==> src/rtl/irqc_pkg.sv <==
package irqc_pkg;
    parameter int unsigned NUM_LINES = 16;
    parameter int unsigned NUM_SLOTS = 16;
    parameter int unsigned ADDR_W    = 8;
    parameter int unsigned DATA_W    = 32;
    parameter int unsigned EXT_W     = 4;

    localparam int unsigned NUM_W  = $clog2(NUM_LINES);
    localparam int unsigned SLOT_W = $clog2(NUM_SLOTS);

    typedef logic [NUM_LINES-1:0] line_vec_t;

    // bit 0 never exists as a source
    localparam line_vec_t SRC_KEEP = ~line_vec_t'(1);

    typedef enum logic [3:0] {
        SEL_LEVEL, SEL_PEND, SEL_FALIAS, SEL_CLEAR, SEL_STATUS,
        SEL_BCAST, SEL_MASK, SEL_FORCE, SEL_EXT, SEL_NONE
    } reg_sel_e;

    typedef struct packed {
        reg_sel_e          sel;
        logic [SLOT_W-1:0] slot;
    } decode_t;

    // word index [7:2]: upper two bits pick the region, lower four the word
    function automatic decode_t decode_addr(logic [ADDR_W-1:0] a);
        decode_t d;
        d.slot = a[2 +: SLOT_W];
        case (a[7:6])
            2'b00: begin
                case (a[5:2])
                    4'd0:    d.sel = SEL_LEVEL;
                    4'd1:    d.sel = SEL_PEND;
                    4'd2:    d.sel = SEL_FALIAS;
                    4'd3:    d.sel = SEL_CLEAR;
                    4'd4:    d.sel = SEL_STATUS;
                    4'd5:    d.sel = SEL_BCAST;
                    default: d.sel = SEL_NONE;
                endcase
            end
            2'b01:   d.sel = SEL_MASK;
            2'b10:   d.sel = SEL_FORCE;
            default: d.sel = SEL_EXT;
        endcase
        return d;
    endfunction

    // index of the highest set bit, 0 when empty
    function automatic logic [NUM_W-1:0] top_index(line_vec_t v);
        logic [NUM_W-1:0] idx;
        idx = '0;
        for (int i = 0; i < NUM_LINES; i++) begin
            if (v[i]) idx = NUM_W'(i);
        end
        return idx;
    endfunction
endpackage

==> src/rtl/irqc_edge.sv <==
module irqc_edge
    import irqc_pkg::*;
(
    input  logic      clk,
    input  logic      rst,
    input  line_vec_t src_req,
    output line_vec_t rise
);
    line_vec_t prev_q;

    always_ff @(posedge clk) begin
        if (rst) prev_q <= '0;
        else     prev_q <= src_req;
    end

    assign rise = src_req & ~prev_q & SRC_KEEP;

    // a line held high for two edges produces no new rise
    assert_held_no_rise_R2: assert property (@(posedge clk) disable iff (rst)
        $past(src_req) == src_req |-> (rise & $past(src_req)) == '0);
endmodule

==> src/rtl/irqc_regs.sv <==
module irqc_regs
    import irqc_pkg::*;
(
    input  logic              clk,
    input  logic              rst,
    input  logic              bus_valid,
    input  logic              bus_write,
    input  logic [ADDR_W-1:0] bus_addr,
    input  logic [DATA_W-1:0] bus_wdata,
    output logic              bus_ready,
    output logic [DATA_W-1:0] bus_rdata,
    input  line_vec_t         rise,
    input  logic              ack_valid,
    input  logic [NUM_W-1:0]  ack_num,
    output line_vec_t         level_o,
    output line_vec_t         pending_o,
    output line_vec_t         force0_o,
    output line_vec_t         mask0_o
);
    decode_t   dec;
    logic      wr, rd;
    line_vec_t data_lo, data_hi;
    line_vec_t ack_vec, clr_vec;
    line_vec_t pend_set, bcast_set;

    line_vec_t              level_q, pending_q, bcast_q;
    line_vec_t              force_q [NUM_SLOTS];
    line_vec_t              force_nx[NUM_SLOTS];
    line_vec_t              mask_q  [NUM_SLOTS];
    logic [EXT_W-1:0]       ext_q   [NUM_SLOTS];
    logic [DATA_W-1:0]      rd_val;
    logic [1:0]             unused_addr;

    assign unused_addr = bus_addr[1:0];
    assign dec     = decode_addr(bus_addr);
    assign wr      = bus_valid &  bus_write;
    assign rd      = bus_valid & ~bus_write;
    assign data_lo = bus_wdata[0 +: NUM_LINES] & SRC_KEEP;
    assign data_hi = bus_wdata[NUM_LINES +: NUM_LINES] & SRC_KEEP;

    assign ack_vec   = ack_valid ? (line_vec_t'(1) << ack_num) : '0;
    assign clr_vec   = ack_vec | ((wr && dec.sel == SEL_CLEAR) ? data_lo : '0);
    assign bcast_set = rise & bcast_q;
    assign pend_set  = rise & ~bcast_q;

    // next force value per slot; a new request in the same cycle wins over clears
    always_comb begin
        for (int s = 0; s < NUM_SLOTS; s++) begin
            force_nx[s] = force_q[s];
            if (wr && dec.sel == SEL_FORCE && int'(dec.slot) == s)
                force_nx[s] = (force_q[s] | data_lo) & ~data_hi;
        end
        if (wr && dec.sel == SEL_FALIAS) force_nx[0] = data_lo;
        force_nx[0] = force_nx[0] & ~clr_vec;
        for (int s = 0; s < NUM_SLOTS; s++) force_nx[s] = force_nx[s] | bcast_set;
    end

    always_ff @(posedge clk) begin
        if (rst) begin
            level_q   <= '0;
            pending_q <= '0;
            bcast_q   <= '0;
            for (int s = 0; s < NUM_SLOTS; s++) begin
                force_q[s] <= '0;
                mask_q[s]  <= '0;
                ext_q[s]   <= '0;
            end
        end else begin
            pending_q <= (pending_q & ~clr_vec) | pend_set;
            if (wr && dec.sel == SEL_LEVEL) level_q <= data_lo;
            if (wr && dec.sel == SEL_BCAST) bcast_q <= data_lo;
            for (int s = 0; s < NUM_SLOTS; s++) begin
                force_q[s] <= force_nx[s];
                if (wr && dec.sel == SEL_MASK && int'(dec.slot) == s)
                    mask_q[s] <= data_lo;
                if (wr && dec.sel == SEL_EXT && int'(dec.slot) == s)
                    ext_q[s] <= bus_wdata[EXT_W-1:0];
            end
        end
    end

    always_comb begin
        case (dec.sel)
            SEL_LEVEL:  rd_val = DATA_W'(level_q);
            SEL_PEND:   rd_val = DATA_W'(pending_q);
            SEL_FALIAS: rd_val = DATA_W'(force_q[0]);
            SEL_BCAST:  rd_val = DATA_W'(bcast_q);
            SEL_MASK:   rd_val = DATA_W'(mask_q[dec.slot]);
            SEL_FORCE:  rd_val = DATA_W'(force_q[dec.slot]);
            SEL_EXT:    rd_val = DATA_W'(ext_q[dec.slot]);
            default:    rd_val = '0;
        endcase
    end

    always_ff @(posedge clk) begin
        if (rst) begin
            bus_ready <= 1'b0;
            bus_rdata <= '0;
        end else begin
            bus_ready <= bus_valid;
            bus_rdata <= rd ? rd_val : '0;
        end
    end

    assign level_o   = level_q;
    assign pending_o = pending_q;
    assign force0_o  = force_q[0];
    assign mask0_o   = mask_q[0];

    // every access is answered on the next cycle
    assert_ready_next_R12: assert property (@(posedge clk) disable iff (rst)
        bus_valid |=> bus_ready);

    // reserved bit never held
    assert_bit0_zero_R10: assert property (@(posedge clk) disable iff (rst)
        !pending_q[0] && !force_q[0][0] && !level_q[0] && !mask_q[0][0]);

    // acknowledged source is gone unless it re-fires in that cycle
    assert_ack_clears_R9: assert property (@(posedge clk) disable iff (rst)
        ack_valid && !rise[ack_num] |=> !pending_q[$past(ack_num)] && !force_q[0][$past(ack_num)]);

    // clear and status read as zero
    assert_clear_reads_zero_R8: assert property (@(posedge clk) disable iff (rst)
        rd && (dec.sel == SEL_CLEAR || dec.sel == SEL_STATUS) |=> bus_rdata == '0);

    // a pending write with no other cause leaves pending alone
    assert_pend_readonly_R8: assert property (@(posedge clk) disable iff (rst)
        wr && dec.sel == SEL_PEND && rise == '0 && !ack_valid |=> $stable(pending_q));
endmodule

==> src/rtl/irqc_prio.sv <==
module irqc_prio
    import irqc_pkg::*;
(
    input  line_vec_t        pending,
    input  line_vec_t        force0,
    input  line_vec_t        mask0,
    input  line_vec_t        level,
    output logic             irq_req,
    output logic [NUM_W-1:0] irq_num
);
    line_vec_t active, hi_grp, lo_grp, winner;

    assign active  = (pending | force0) & mask0;
    assign hi_grp  = active & level;
    assign lo_grp  = active & ~level;
    assign winner  = (hi_grp != '0) ? hi_grp : lo_grp;
    assign irq_req = active != '0;
    assign irq_num = top_index(winner);
endmodule

==> src/rtl/irqc_top.sv <==
module irqc_top
    import irqc_pkg::*;
(
    input  logic        clk,
    input  logic        rst,
    input  logic        bus_valid,
    input  logic        bus_write,
    input  logic [7:0]  bus_addr,
    input  logic [31:0] bus_wdata,
    output logic        bus_ready,
    output logic [31:0] bus_rdata,
    input  logic [15:0] src_req,
    input  logic        ack_valid,
    input  logic [3:0]  ack_num,
    output logic        irq_req,
    output logic [3:0]  irq_num
);
    line_vec_t rise, level, pending, force0, mask0;

    irqc_edge u_edge (
        .clk     (clk),
        .rst     (rst),
        .src_req (src_req),
        .rise    (rise)
    );

    irqc_regs u_regs (
        .clk       (clk),
        .rst       (rst),
        .bus_valid (bus_valid),
        .bus_write (bus_write),
        .bus_addr  (bus_addr),
        .bus_wdata (bus_wdata),
        .bus_ready (bus_ready),
        .bus_rdata (bus_rdata),
        .rise      (rise),
        .ack_valid (ack_valid),
        .ack_num   (ack_num),
        .level_o   (level),
        .pending_o (pending),
        .force0_o  (force0),
        .mask0_o   (mask0)
    );

    irqc_prio u_prio (
        .pending (pending),
        .force0  (force0),
        .mask0   (mask0),
        .level   (level),
        .irq_req (irq_req),
        .irq_num (irq_num)
    );

    // the reported source is unmasked and raised
    assert_req_source_valid_R4: assert property (@(posedge clk) disable iff (rst)
        irq_req |-> mask0[irq_num] && (pending[irq_num] || force0[irq_num]));

    // a low-group winner means no high-group source is active
    assert_high_first_R5: assert property (@(posedge clk) disable iff (rst)
        irq_req && !level[irq_num] |-> ((pending | force0) & mask0 & level) == '0);
endmodule

==> config.mk <==
export PLATFORM = sky130hd
export DESIGN_NAME = irqc_top
export DESIGN_NICKNAME = d
export VERILOG_FILES = /design/src/rtl/irqc_pkg.sv /design/src/rtl/irqc_edge.sv /design/src/rtl/irqc_regs.sv /design/src/rtl/irqc_prio.sv /design/src/rtl/irqc_top.sv
export SDC_FILE = /design/constraint.sdc
export NUM_CORES = 1
export LEC_CHECK = 0
export BUFFER_PORTS_ARGS = -buffer_cell sky130_fd_sc_hd__buf_2
export CORE_MARGIN = 2
export CORE_UTILIZATION = 55
export CTS_CLUSTER_DIAMETER = 60
export DETAILED_ROUTE_END_ITERATION = 12
export MAX_ROUTING_LAYER = met4
export PLACE_DENSITY = 0.87
export SLEW_MARGIN = 20
export SYNTH_ARGS = -nofsm -noshare
export SYNTH_HDL_FRONTEND = slang
export SYNTH_SLANG_ARGS = --single-unit
==> constraint.sdc <==
create_clock -name clk -period 2.7 [get_ports clk]
set_input_delay 0.27 -clock clk [delete_from_list [all_inputs] [get_ports clk]]
set_output_delay 0.27 -clock clk [all_outputs]
set_load 0.01 [all_outputs]
Word-level counts from Yosys, hierarchy flattened --
Memories as Yosys holds them, arrays and structs flattened. Index checks and enable logic that the tools add are counted. Widths: inputs -> output; s select.
Storage, ports and cells: bits in registers 95, latch bits 0, memory bits (writable) 560, ROM bits 0, input bits 65, output and inout bits 38, memories 3
Cells by class: add/sub/neg operators 0, $mul 0, div/mod/pow operators 0, magnitude comparators 0, equal/unequal tests 29, shift operators 1, mux-type cells 185, bitwise gates (word level) 116, reductions and logical operators 62
Memories:
- u_regs.force_q | depth 16, bits a word 16, read ports 17, clocked after memory_dff 0, write ports 16, line irqc_regs.sv:27 | line_vec_t force_q [NUM_SLOTS];
- u_regs.mask_q | depth 16, bits a word 15, read ports 2, clocked after memory_dff 0, write ports 16, line irqc_regs.sv:29 | line_vec_t mask_q [NUM_SLOTS];
- u_regs.ext_q | depth 16, bits a word 4, read ports 1, clocked after memory_dff 0, write ports 16, line irqc_regs.sv:30 | logic [EXT_W-1:0] ext_q [NUM_SLOTS];
Operator list (count):
- $mux 16 | 36
- $or 16x16->16 | 35
- $and 16x16->16 | 24
- $mux 15 | 16
- $pmux 16 s7 | 1
- $mux 1 | 100
- $mux 4 | 24
- $not 16->16 | 5
- $logic_and 1x1->1 | 55
- $or 1x1->1 | 48
- $eq 4x3->1 const B | 9
- $eq 4x4->1 const B | 9
- $reduce_bool 16->1 | 2
- $eq 4x2->1 const B | 6
- $pmux 4 s6 | 1
- $shl 1x4->16 const A | 1
- $eq 4x1->1 const B | 3
- $logic_not 4->1 | 3
- $mux 3 | 4
- $pmux 4 s3 | 1
- $mux 2 | 2
- $and 1x1->1 | 2
- $eq 2x1->1 const B | 1
- $eq 2x2->1 const B | 1
- other kinds (3) | 4

Logic depth before layout (Yosys ltp) --
An unclocked memory read counts as a cell.
depth in word-level cells 21, depth in mapped cells 13, mapped depth without buffers 9

Cells and area by module --
A second synthesis with hierarchy kept.
Unflattened totals: cells, all modules 2450, area total of the unflattened synthesis 28830.2 sq um
By module, submodules not included:
- irqc_regs | times used 1, cells an instance 2317, area each 27712.8 sq um, sequential area each 15214.6 sq um
- irqc_prio | times used 1, cells an instance 85, area each 579.3 sq um, sequential area each 0.0 sq um
- irqc_edge | times used 1, cells an instance 48, area each 538.0 sq um, sequential area each 300.3 sq um

Worst setup path after synthesis --
OpenSTA, ideal clock, no wires.
kind input to register, start in bus_addr[6], end mem u_regs.mask_q[15][0] (netlist name), enable pin, data arrival time 2.235 ns, data required time 2.310 ns, slack 0.075 ns, cell stages on the path 9, buffers on the path 2, path through inv_1 > ha_1 > buf_2 > nand2b_1 > o22ai_1 > clkbuf_1 > nor2_1 > nand2_1 > o21bai_1
RTL lines:
- start, declared | line irqc_top.sv:8 | input logic [7:0] bus_addr,
- end, declared | line irqc_regs.sv:29

==> out/qor.csv <==
stage;metric;value;unit
critical_path;worst_r2r_startpoint;u_regs.force_q[0][6];
clock_network;cts-root-buf;clkbuf_16;
power;vdd_drop_max;544;uV
clock_network;clkTransAtPathRegs;60;ps
synthesis;synth.ff_latch_count;623;
clock_network;clk_path_buf_depth;3;
floorplanning;die-area;53300;um^2
grt;grt_overflow;0;
sta;rsz0062_at_grt;true;
power;swShare;0.238;
synthesis;synth-edff-count;304;
grt;grt_pass1_vias;22100;
clock_network;cts_sinks;623;
synthesis;synthDominantCellAreaShare;0.322;
synthesis;synth-main-ff-cell;dfxtp_1;
critical_path;endpoint_kind;output port;
sta;relSlewSlack;0.388;
final_layout;multi_input_area;11600;um^2
power;power.leakage;11.7;nW
place;placed_area;30800;um^2
synthesis;yosys.cell_count.top_type;dfxtp_1;
drt;drt_first_pass_iters;9;
sta;clock_skew;22.4;ps
critical_path;crit_end;irq_num[1];
final_layout;fin_nets;2606;
grt;grt_pass1_wl;130;mm
floorplanning;io-pin-count;103;
sta;timing.fmax;317;MHz
clock_network;clk_latency;640;ps
place;gp_congestion;1.02;
critical_path;r2r_setup_slack;420;ps
critical_path;critical_path.startpoint;u_regs.mask_q[0][11];
sta;hold_viol_final;0;
synthesis;netlist_top_cells_count;319 x dfxtp_1, 304 x edfxtp_1, 301 x a21oi_1, 244 x nor2_1, 228 x a221oi_1;
drt;viasPerCell;6.98;
synthesis;yosys-top-cells-area;edfxtp_1 32%, dfxtp_1 23%, mux4_2 13%;
final_layout;final_cell_area;33300;um^2
synthesis;synth_top_cell_by_area;edfxtp_1;
final_layout;syn2layout_area_growth;17.5;%
place;dp_hpwl;57.4;mm
critical_path;path_max_fanout;7;
power;p_per_area;629;nW/um^2
clock_network;cts_tree;done;
place;place_ws;-205;ps
drt;wire_per_inst;26.6;um
final_layout;regArea;15500;um^2
status;violations;negative setup slack;
synthesis;synthCells;2367;
floorplanning;die_x;231;um
sta;tightest_slew;917;ps
drt;drcViolationCount;0;
drt;ant_nets;0;
synthesis;synth_area;28300;um^2
critical_path;timing.setup.critical_path_class;register to output port;
critical_path;rr_worst_depth;7;
sta;hold_ws;61.6;ps
power;switchingPower;4.99;mW
critical_path;r2r-end;u_regs.bus_rdata[6];
synthesis;ys_warn_count;0;
floorplanning;initial_utilization;0.554;
status;status;finished, violations left;
final_layout;drive_gt1_frac;0.258;
grt;grt_max_degree;126;
sta;period_needed;3160;ps
sta;fin_crit_sh;1.17;
synthesis;synth_seq_area_share;0.548;
place;numPortBuffers;82;
sta;worst_slack;-455;ps
power;p_comb_frac;0.094;
power;p_clk_frac;0.409;
critical_path;cp.arrival;2890;ps
clock_network;htree_levels;2;
floorplanning;core_region_area;51100;um^2
sta;setup_tns;-1700;ps
run;cap_violations;0;
drt;vias;22800;
drt;drt_iter0_drc;3562;
sta;maxSlewViolCount;0;
synthesis;async_flop_share;0;
power;p_int;15.9;mW
grt;gr-usage-all-layers;0.330;
clock_network;cts_inserted_buffers;61;
floorplanning;fp.dieH;231;um
synthesis;synth_cell_types;68;
critical_path;critPathRequiredTime;2430;ps
power;seq_power_share;0.497;
drt;routed_wl;86.8;mm
critical_path;worstSetupStartpointType;register;
floorplanning;rows;83;
grt;antenna_found_initial;2;
sta;setup_violations;4;
final_layout;n_fill_cell;3537;
worst_hold_path;hold_path.class;input port to register;
synthesis;syn_avg_cell_area;12.0;um^2
==> what timing repair did <==
| action | CTS | global route |
|---|---|---|
| pin swaps | 13 | 11 |
| cloned | 0 | 0 |
| setup endpoints to repair | 4 | 4 |
| resized for setup | 35 | 19 |
| hold endpoints to repair | 16 | 0 |
| hold buffers | 16 | 0 |
| buffers inserted | 9 | 4 |
==> area by class of cell <==
type | instances | area share
diodes | 2 | 0.000150
repair buffers | 374 | 0.0959
well taps | 680 | 0.0256
inverters | 26 | 0.00293
clock buffers | 86 | 0.0524
clock inverters | 22 | 0.00707
multi-input cells | 1453 | 0.350
flip-flops and latches | 623 | 0.466
==> power by group through the flow <==
stage | registers, mW | clock network (mW) | logic [mW]
6_report | 10.4 | 8.56 | 1.97
5_1_grt | 10.4 | 8.91 | 2.05
4_1_cts | 10.4 | 8.56 | 1.91
3_5_place_dp | 10.6 | 0 | 1.84
3_3_place_gp | 10.6 | 0 | 1.80
2_1_floorplan | 10.5 | 0 | 1.14
==> cells in the final DEF, fill, tap and decap left out, types with 16 or more instances in the layout <==
| master | count |
|---|---|
| a21o_1 | 28 |
| a21oi_1 | 294 |
| a221oi_1 | 228 |
| a22oi_1 | 25 |
| and2_1 | 41 |
| buf_12 | 38 |
| buf_2 | 77 |
| buf_4 | 231 |
| clkbuf_16 | 63 |
| conb_1 | 16 |
| dfxtp_1 | 318 |
| dlygate4sd3_1 | 16 |
| edfxtp_1 | 304 |
| inv_1 | 25 |
| mux4_2 | 168 |
| nand2_1 | 100 |
| nand2b_1 | 41 |
| nand3_1 | 17 |
| nand3b_1 | 16 |
| nor2_1 | 241 |
| nor2b_1 | 22 |
| nor3b_1 | 19 |
| o21ai_0 | 18 |
==> worst min-delay path by stage <==
| stage | startpoint | endpoint | depth (start not counted) |
|---|---|---|---|
| after floorplan | src_req[10] | u_edge.prev_q[10] | 1 |
| after global placement | u_regs.pending_o[0] | u_regs.pending_o[0] | 1 |
| after global routing | rst | u_regs.pending_o[1] | 2 |
| final | rst | u_regs.level_o[13] | 2 |
| after detailed placement | u_regs.pending_o[0] | u_regs.pending_o[0] | 1 |
| after CTS | rst | u_regs.level_o[13] | 2 |
==> worst max-delay path, stage by stage, from the launching register on <==
cell       delay (ps)
edfxtp_1          370
o21ai_1           100
buf_4             150
o2111ai_2         150
buf_4             160
nor3_2             40
buf_4             170
buf_4             150
a21oi_4           170
o21ai_1           100
o211a_1           250
o31ai_2           260
buf_2             180
==> per-layer routing <==
layer,GRT usage,wire [um],vias to the layer above
met5,-,0,-
met4,0.154,4580,0
met3,0.0624,10100,349
met2,0.515,41100,1801
met1,0.419,31100,11200
li1,-,-,9475
==> registers in the layout, summed over array words and instances, names as in the netlist <==
name              flops
u_regs.bus_ready      1
u_regs.bcast_q       15
u_edge.prev_q        15
u_regs.force_q      241
u_regs.pending_o     16
u_regs.bus_rdata     16
u_regs.level_o       15
u_regs.ext_q         64
u_regs.mask_q       240
==> logic make-up after synthesis <==
group                      share of synthesized area
buffers and inverters                         0.0499
DFF                                            0.548
and+or+nand+nor                               0.0950
adders and majority gates                   0.000884
other                                       0.000132
AOI/OAI and AO/OA                              0.169
muxes                                          0.137
==> per-stage QoR <==
step           total power, mW  instances  utilization
2_1_floorplan             11.7       2382            -
3_3_place_gp              12.4       3128        0.604
3_5_place_dp              12.4       3128        0.604
4_1_cts                   20.9       3260        0.649
5_1_grt                   21.4       3266        0.651
6_report                  20.9       3266        0.651
Power figures use the tool's default switching activity.
